File: src/rtl/phase_det_pkg.sv
package phase_det_pkg;
    typedef enum logic [1:0] {
        ST_SAVE    = 2'd0,
        ST_ALIGN   = 2'd1,
        ST_ACQUIRE = 2'd2,
        ST_LOCKED  = 2'd3
    } pd_state_t;

    function automatic int clog2_min1(input int val);
        int w;
        w = 1;
        while ((1 << w) <= val) w++;
        return w;
    endfunction
endpackage

File: src/rtl/phase_det_edge.sv
module phase_det_edge #(
    parameter int STAGES = 2
) (
    input  logic clk,
    input  logic rst_n,
    input  logic sig_i,
    output logic rise_o
);
    logic synced;
    logic prev_q;

    generate
        if (STAGES == 0) begin : g_nosync
            assign synced = sig_i;
        end else begin : g_sync
            logic [STAGES-1:0] chain_q;
            always_ff @(posedge clk or negedge rst_n) begin
                if (!rst_n) chain_q <= '0;
                else        chain_q <= {chain_q[STAGES-2 >= 0 ? STAGES-2 : 0 : 0], sig_i} & {STAGES{1'b1}};
            end
            assign synced = chain_q[STAGES-1];
        end
    endgenerate

    always_ff @(posedge clk or negedge rst_n) begin
        if (!rst_n) prev_q <= 1'b0;
        else        prev_q <= synced;
    end

    assign rise_o = synced & ~prev_q;
endmodule

File: src/rtl/phase_det_core.sv
module phase_det_core (
    input  logic clk,
    input  logic rst_n,
    input  logic run_i,
    input  logic ref_rise_i,
    input  logic div_rise_i,
    output logic up_o,
    output logic dn_o
);
    logic up_q, dn_q;
    logic both_set;

    assign both_set = up_q & dn_q;

    always_ff @(posedge clk or negedge rst_n) begin
        if (!rst_n) begin
            up_q <= 1'b0;
            dn_q <= 1'b0;
        end else if (!run_i || both_set) begin
            up_q <= 1'b0;
            dn_q <= 1'b0;
        end else begin
            up_q <= up_q | ref_rise_i;
            dn_q <= dn_q | div_rise_i;
        end
    end

    assign up_o = up_q;
    assign dn_o = dn_q;
endmodule

File: src/rtl/phase_det_meter.sv
module phase_det_meter #(
    parameter int LOCK_TOL = 2,
    parameter int ERR_W    = 8
) (
    input  logic clk,
    input  logic rst_n,
    input  logic run_i,
    input  logic up_i,
    input  logic dn_i,
    output logic good_o,
    output logic bad_o
);
    localparam logic [ERR_W-1:0] ERR_MAX = {ERR_W{1'b1}};
    localparam logic [ERR_W-1:0] TOL_V   = ERR_W'(LOCK_TOL);

    logic [ERR_W-1:0] err_q;
    logic             done;

    assign done = run_i & up_i & dn_i;

    always_ff @(posedge clk or negedge rst_n) begin
        if (!rst_n)                         err_q <= '0;
        else if (!run_i || done)            err_q <= '0;
        else if ((up_i ^ dn_i) && err_q != ERR_MAX) err_q <= err_q + 1'b1;
    end

    assign good_o = done & (err_q <= TOL_V);
    assign bad_o  = done & (err_q >  TOL_V);
endmodule

File: src/rtl/phase_det_ctrl.sv
module phase_det_ctrl #(
    parameter int SYNC_STAGES = 2,
    parameter int LOCK_TOL    = 2,
    parameter int LOCK_CNT    = 8,
    parameter int ERR_W       = 8
) (
    input  logic clk,
    input  logic rst_n,
    input  logic ref_in,
    input  logic div_in,
    input  logic pwr_on,
    output logic up_n,
    output logic dn_n,
    output logic pump_en,
    output logic pump_up,
    output logic lock,
    output logic loop_active,
    output logic div_resync
);
    import phase_det_pkg::*;

    localparam int CNT_W = clog2_min1(LOCK_CNT);
    localparam logic [CNT_W-1:0] CNT_LAST = CNT_W'(LOCK_CNT - 1);

    pd_state_t        state_q, state_d;
    logic [CNT_W-1:0] good_cnt_q, good_cnt_d;
    logic             run;
    logic             ref_rise, div_rise;
    logic             up, dn;
    logic             good, bad;

    assign run = (state_q == ST_ACQUIRE) || (state_q == ST_LOCKED);

    phase_det_edge #(.STAGES(SYNC_STAGES)) ref_edge_i (
        .clk(clk), .rst_n(rst_n), .sig_i(ref_in), .rise_o(ref_rise)
    );

    phase_det_edge #(.STAGES(SYNC_STAGES)) div_edge_i (
        .clk(clk), .rst_n(rst_n), .sig_i(div_in), .rise_o(div_rise)
    );

    phase_det_core core_i (
        .clk(clk), .rst_n(rst_n), .run_i(run),
        .ref_rise_i(ref_rise), .div_rise_i(div_rise),
        .up_o(up), .dn_o(dn)
    );

    phase_det_meter #(.LOCK_TOL(LOCK_TOL), .ERR_W(ERR_W)) meter_i (
        .clk(clk), .rst_n(rst_n), .run_i(run),
        .up_i(up), .dn_i(dn), .good_o(good), .bad_o(bad)
    );

    // next state and qualification counter
    always_comb begin
        state_d    = state_q;
        good_cnt_d = good_cnt_q;
        unique case (state_q)
            ST_SAVE: begin
                good_cnt_d = '0;
                if (pwr_on) state_d = ST_ALIGN;
            end
            ST_ALIGN: begin
                good_cnt_d = '0;
                state_d    = pwr_on ? ST_ACQUIRE : ST_SAVE;
            end
            ST_ACQUIRE: begin
                if (!pwr_on) begin
                    state_d    = ST_SAVE;
                    good_cnt_d = '0;
                end else if (bad) begin
                    good_cnt_d = '0;
                end else if (good) begin
                    if (good_cnt_q == CNT_LAST) begin
                        state_d    = ST_LOCKED;
                        good_cnt_d = '0;
                    end else begin
                        good_cnt_d = good_cnt_q + 1'b1;
                    end
                end
            end
            ST_LOCKED: begin
                good_cnt_d = '0;
                if (!pwr_on)  state_d = ST_SAVE;
                else if (bad) state_d = ST_ACQUIRE;
            end
            default: begin
                state_d    = ST_SAVE;
                good_cnt_d = '0;
            end
        endcase
    end

    // state register
    always_ff @(posedge clk or negedge rst_n) begin
        if (!rst_n) begin
            state_q    <= ST_SAVE;
            good_cnt_q <= '0;
        end else begin
            state_q    <= state_d;
            good_cnt_q <= good_cnt_d;
        end
    end

    // outputs
    always_comb begin
        up_n        = ~(run & up);
        dn_n        = ~(run & dn);
        pump_en     = run & (up ^ dn);
        pump_up     = run & up & ~dn;
        lock        = (state_q == ST_LOCKED);
        loop_active = (state_q != ST_SAVE);
        div_resync  = (state_q == ST_ALIGN);
    end
endmodule

File: config.mk
export PLATFORM = sky130hd
export DESIGN_NAME = phase_det_ctrl
export DESIGN_NICKNAME = d
export VERILOG_FILES = /design/src/rtl/phase_det_pkg.sv /design/src/rtl/phase_det_edge.sv /design/src/rtl/phase_det_core.sv /design/src/rtl/phase_det_meter.sv /design/src/rtl/phase_det_ctrl.sv
export SDC_FILE = /design/constraint.sdc
export NUM_CORES = 1
export LEC_CHECK = 0
export BUFFER_PORTS_ARGS = -buffer_cell sky130_fd_sc_hd__buf_2
export CORE_MARGIN = 5
export CORE_UTILIZATION = 53
export CTS_BUF_LIST = sky130_fd_sc_hd__clkbuf_8
export CTS_CLUSTER_DIAMETER = 30
export DETAILED_ROUTE_END_ITERATION = 8
export PLACE_DENSITY = 0.8
export SETUP_SLACK_MARGIN = 0.02
export SYNTH_ARGS = -nofsm -noshare
export SYNTH_HDL_FRONTEND = slang
export SYNTH_SLANG_ARGS = --single-unit
File: constraint.sdc
create_clock -name clk -period 2.28 [get_ports clk]
set_clock_uncertainty 0.05 [all_clocks]
set_input_delay 0.114 -clock clk [delete_from_list [all_inputs] [get_ports clk]]
set_output_delay 0.114 -clock clk [all_outputs]
set_load 0.01 [all_outputs]
==> flow_results.org <==
** Worst setup path
- STA classifies the critical path endpoint as a flip-flop.
- The slowest stage of the critical path belongs to the cell sky130_fd_sc_hd__or4_4.
- Crit path buffers/inverters :: 0
- STA classifies the critical path startpoint as a flip-flop.
- Worst EP arrival :: 2260 ps
- Traced cell by cell, the critical path runs through or4_4 > a2111oi_4 > or4b_1 > a21oi_1.
- Critical path's largest stage delay :: approximately 570 ps
- Kind of critical path :: reg -> reg
- Critical Path RT :: 2410 ps
- The cell family contributing the most delay on the critical path is simple AND/OR/NAND/NOR gates.
- Maximum fanout encountered on the critical timing path :: 7

** Pwr
- For this design the total switching power over the nets is 0.000179 W.
- Cell internal power was estimated by the tool at approximately 0.00067 W.
- Power spread over the standard cell area amounts to around 670 nW/µm².
- Overall power of the completed layout :: roughly 0.00085 W
- The analysis attributes to cell leakage a power of between 0.5 and 0.6 nW.
- Sequential share of power :: 0.496
- Switching Share :: 0.211
- Share of total power in combinational logic :: 0.086
- The share of total power dissipated in the clock network is 0.418.
- Across the VDD grid, the largest voltage drop is 0.000531 V.

** Yosys
- Unique cell type count in the Yosys netlist :: 32
- Ranking of synthesized cells by instance count :: sky130_fd_sc_hd__dfrtp_1 (22), sky130_fd_sc_hd__nor2_1 (15), sky130_fd_sc_hd__nand2_1 (10)
- Net count after synthesis :: between 100 and 150
- By area, the combinational part of the netlist is dominated by simple AND/OR/NAND/NOR gates.
- Ys Warns :: 0
- Of all cell types, the one taking the most synthesized area is sky130_fd_sc_hd__dfrtp_1.
- Fraction of the mapped netlist area in compound gates :: 0.126
- By area the synthesized netlist is led by sky130_fd_sc_hd__dfrtp_1 (52%), sky130_fd_sc_hd__nor2_1 (5.3%), sky130_fd_sc_hd__ha_1 (4.7%).
- Counting flops and latches in the post-synthesis netlist gives 22.
- Fraction of post-synthesis cell area in the top cell type by area :: 0.517
- The share of the Yosys chip area taken by registers is 0.517.
- Xor/xnor cell area share of the yosys netlist :: 0.0247
- Number of synthesized flops with an enable pin :: 0
- By instance count, the leading cell after synthesis is sky130_fd_sc_hd__dfrtp_1.
- In the synthesized netlist the async set-or-reset flop fraction comes to 1.00.
- Of the total synthesized cell area, the portion taken by AND, OR, NAND and NOR gates is 0.261.
- Of the total synthesized cell area, the portion taken by full adders, half adders and majority gates is 0.0470.
- A synthesized cell averages between 9 and 10 µm².
- Syn Std Cell Area :: approximately 1100 µm²
- Share of synthesized area spent on multiplexers :: 0
- Post-synthesis instance total :: 107
- Main synth FF type :: sky130_fd_sc_hd__dfrtp_1

** Global route
- The first global-routing pass estimated ~3.7 mm of wire.
- Maximum number of pins on one net before global-route repair :: 23
- The initial antenna violation count is 0.
- Overflow after GRT :: 0
- Number of global-route vias before repair :: about 860
- For this run, the total global-route usage over all layers was measured as 0.178.

** Finish
- Count of non-filler cells in the finished layout :: about 150
- Layout cells sized above 1 :: 0.168
- At the end of the flow, the number of nets in the layout was 135.
- The repair_antennas step left the layout with diodes totalling 0.
- Compared with the post-synthesis result, the final layout area differs by 18.2%.

** STA
- Share of the cycle needed by the critical path after routing :: 0.937
- Rel. slew slack :: 0.681
- Maximum clock rate :: 468 MHz
- The number of failing hold endpoints at the final stage is 0.
- Setup repair after global routing left no endpoint under its margin.
- The total count of max-transition violations in the final report came to 0.
- Number of endpoints failing setup at the final stage :: 0
- The worst path needs approximately 2100 ps of the cycle, external delays included.
- For the pin with the worst max-slew slack, the measured transition is ~480 ps.
- Total Negative Setup Slacks :: 0 ps

** Clock tree
- Clock Latency Late Sink :: ~260 ps
- Clk sink count :: 22
- Clock tree synthesis inserted a total of 3 buffers.
- CTS built an H-tree with a depth of 1.
- The tree is rooted in a sky130_fd_sc_hd__clkbuf_8.
- Setup repair bufs after CTS :: 0
- Clock buffer depth :: 2
- TritonCTS built the clock tree.
- Clock slew at the register clock pins of the worst setup and hold paths :: approximately 80 ps

** Routing
- Post-detailed-route DRC marker count :: 0
- Vias per std cell :: roughly 5.7
- Detailed routing inserted a total of between 800 and 900 vias.
- Before antenna repair, the detailed router went through 4 iterations.
- Antenna viol nets, final :: 0
- In the final routed layout, each cell accounts on average for ~14 µm.
- Number of violations reported at the end of detailed-routing iteration 0 :: 34
- Wirelength, routed :: approximately 2.2 mm

** Min path
- Worst Hold Class :: in -> reg

** Placement
- Detailed-placement wirelength estimate :: 1.52 mm
- The congestion estimate from routability-driven global placement came to about 0.96.
- Input and output buffers added on the ports amount to 11.
- Post-Place Cells :: 145

** Flow run
- Maximum capacitance violations :: 0

** Floorplan
- Effective utilization at floorplan :: 0.548
- Site row count :: 16
- After floorplanning, the core was sized to cover a little under 2000 µm².
- The floorplan step defined a die boundary enclosing about 3000 µm².
- Die Height :: around 55 µm
- The die is 54.8 µm wide.
- Pin placement for this block handled 12 I/O pins.

** Status
- Outcome :: finished clean
[cell usage in the layout (no fill, tap or decap), types with 2 or more instances in the layout]
cell type and count:
sky130_fd_sc_hd__xnor2_1 2, sky130_fd_sc_hd__inv_1 6, sky130_fd_sc_hd__nand3_1 7, sky130_fd_sc_hd__a21oi_1 7, sky130_fd_sc_hd__dlygate4sd3_1 3, sky130_fd_sc_hd__ha_1 4, sky130_fd_sc_hd__nor3_1 3, sky130_fd_sc_hd__nand4_1 3
sky130_fd_sc_hd__a31oi_1 2, sky130_fd_sc_hd__dfrtp_1 22, sky130_fd_sc_hd__a211oi_1 3, sky130_fd_sc_hd__clkbuf_8 3, sky130_fd_sc_hd__buf_2 11, sky130_fd_sc_hd__nand2_1 10, sky130_fd_sc_hd__and2_1 3, sky130_fd_sc_hd__nand4b_1 2
sky130_fd_sc_hd__nor2_1 15
[metal layers]
metal	share of wire	track usage
met5	0	0
met4	0.0088	0.0788
met3	0.033	0.0354
met2	0.54	0.327
met1	0.42	0.194
[stage by stage]
step	util	setup slack, ps	hold slack, ps	instance area (µm²)
after floorplan	-	134	-232	1060
after global placement	0.596	247	44.0	1160
after detailed placement	0.596	137	45.1	1160
after CTS	0.648	121	35.3	1260
after global routing	0.648	24.4	45.4	1260
final	0.648	143	36.2	1260
[path summary, 6_finish.rpt]
path	from	to	slack (ps)	depth (start not counted)
worst max-delay path	meter_i.err_q[3]$_DFFE_PN0P_	good_cnt_q[0]$_DFFE_PN0P_	140	4
worst min-delay path	pwr_on	state_q[1]$_DFFE_PN0P_	40	2
worst max register to register	meter_i.err_q[3]$_DFFE_PN0P_	good_cnt_q[0]$_DFFE_PN0P_	140	4
worst min register to register	ref_edge_i.g_sync.chain_q[0]$_DFF_PN0_	ref_edge_i.g_sync.chain_q[1]$_DFF_PN0_	310	0
max in group asynchronous	rst_n	meter_i.err_q[6]$_DFFE_PN0P_	1540	2
min in group asynchronous	rst_n	state_q[1]$_DFFE_PN0P_	320	2
[cells by family (layout without fill, tap and decap cells)]
kind of cell,after synthesis,after routing
AO/OA/AOI/OAI,18,18
XOR/XNOR,3,3
adder cells (fa/ha/maj),4,4
buffers and inverters,7,25
flip-flops,22,22
AND/OR/NAND/NOR,53,53
[what timing repair did]
| item | 4_1_cts | 5_1_grt |
|---|---|---|
| gates resized for setup | 0 | 0 |
| endpoints found under the hold margin | 24 | 0 |
| hold buffers | 3 | 0 |
[sequential cells by signal (all words and copies together), names as in the netlist]
name / count
core_i.up_o: 1
ref_edge_i.prev_q: 1
div_edge_i.g_sync.chain_q: 2
div_edge_i.prev_q: 1
core_i.dn_o: 1
meter_i.err_q: 8
ref_edge_i.g_sync.chain_q: 2
state_q: 2
good_cnt_q: 4
[cell type report]
cell class | instances | area, µm²
Clock inverter | 1 | 30.0
Fill cell | 156 | 683
Timing Repair Buffer | 15 | 92.6
Clock buffer | 3 | 41.3
Sequential cell | 22 | 551
Inverter | 6 | 22.5
Tap cell | 27 | 33.8
Multi-Input combinational cell | 78 | 488
[power groups by stage]
stage               clock network [W]  registers (W)  logic [W]
CTS                          0.000365       0.000420  0.0000737
global route                 0.000380       0.000423  0.0000828
global placement                    0       0.000426  0.0000673
detailed placement                  0       0.000428  0.0000694
finish                       0.000355       0.000421  0.0000728
floorplan                           0       0.000420  0.0000462
Power figures use the tool's default switching activity.
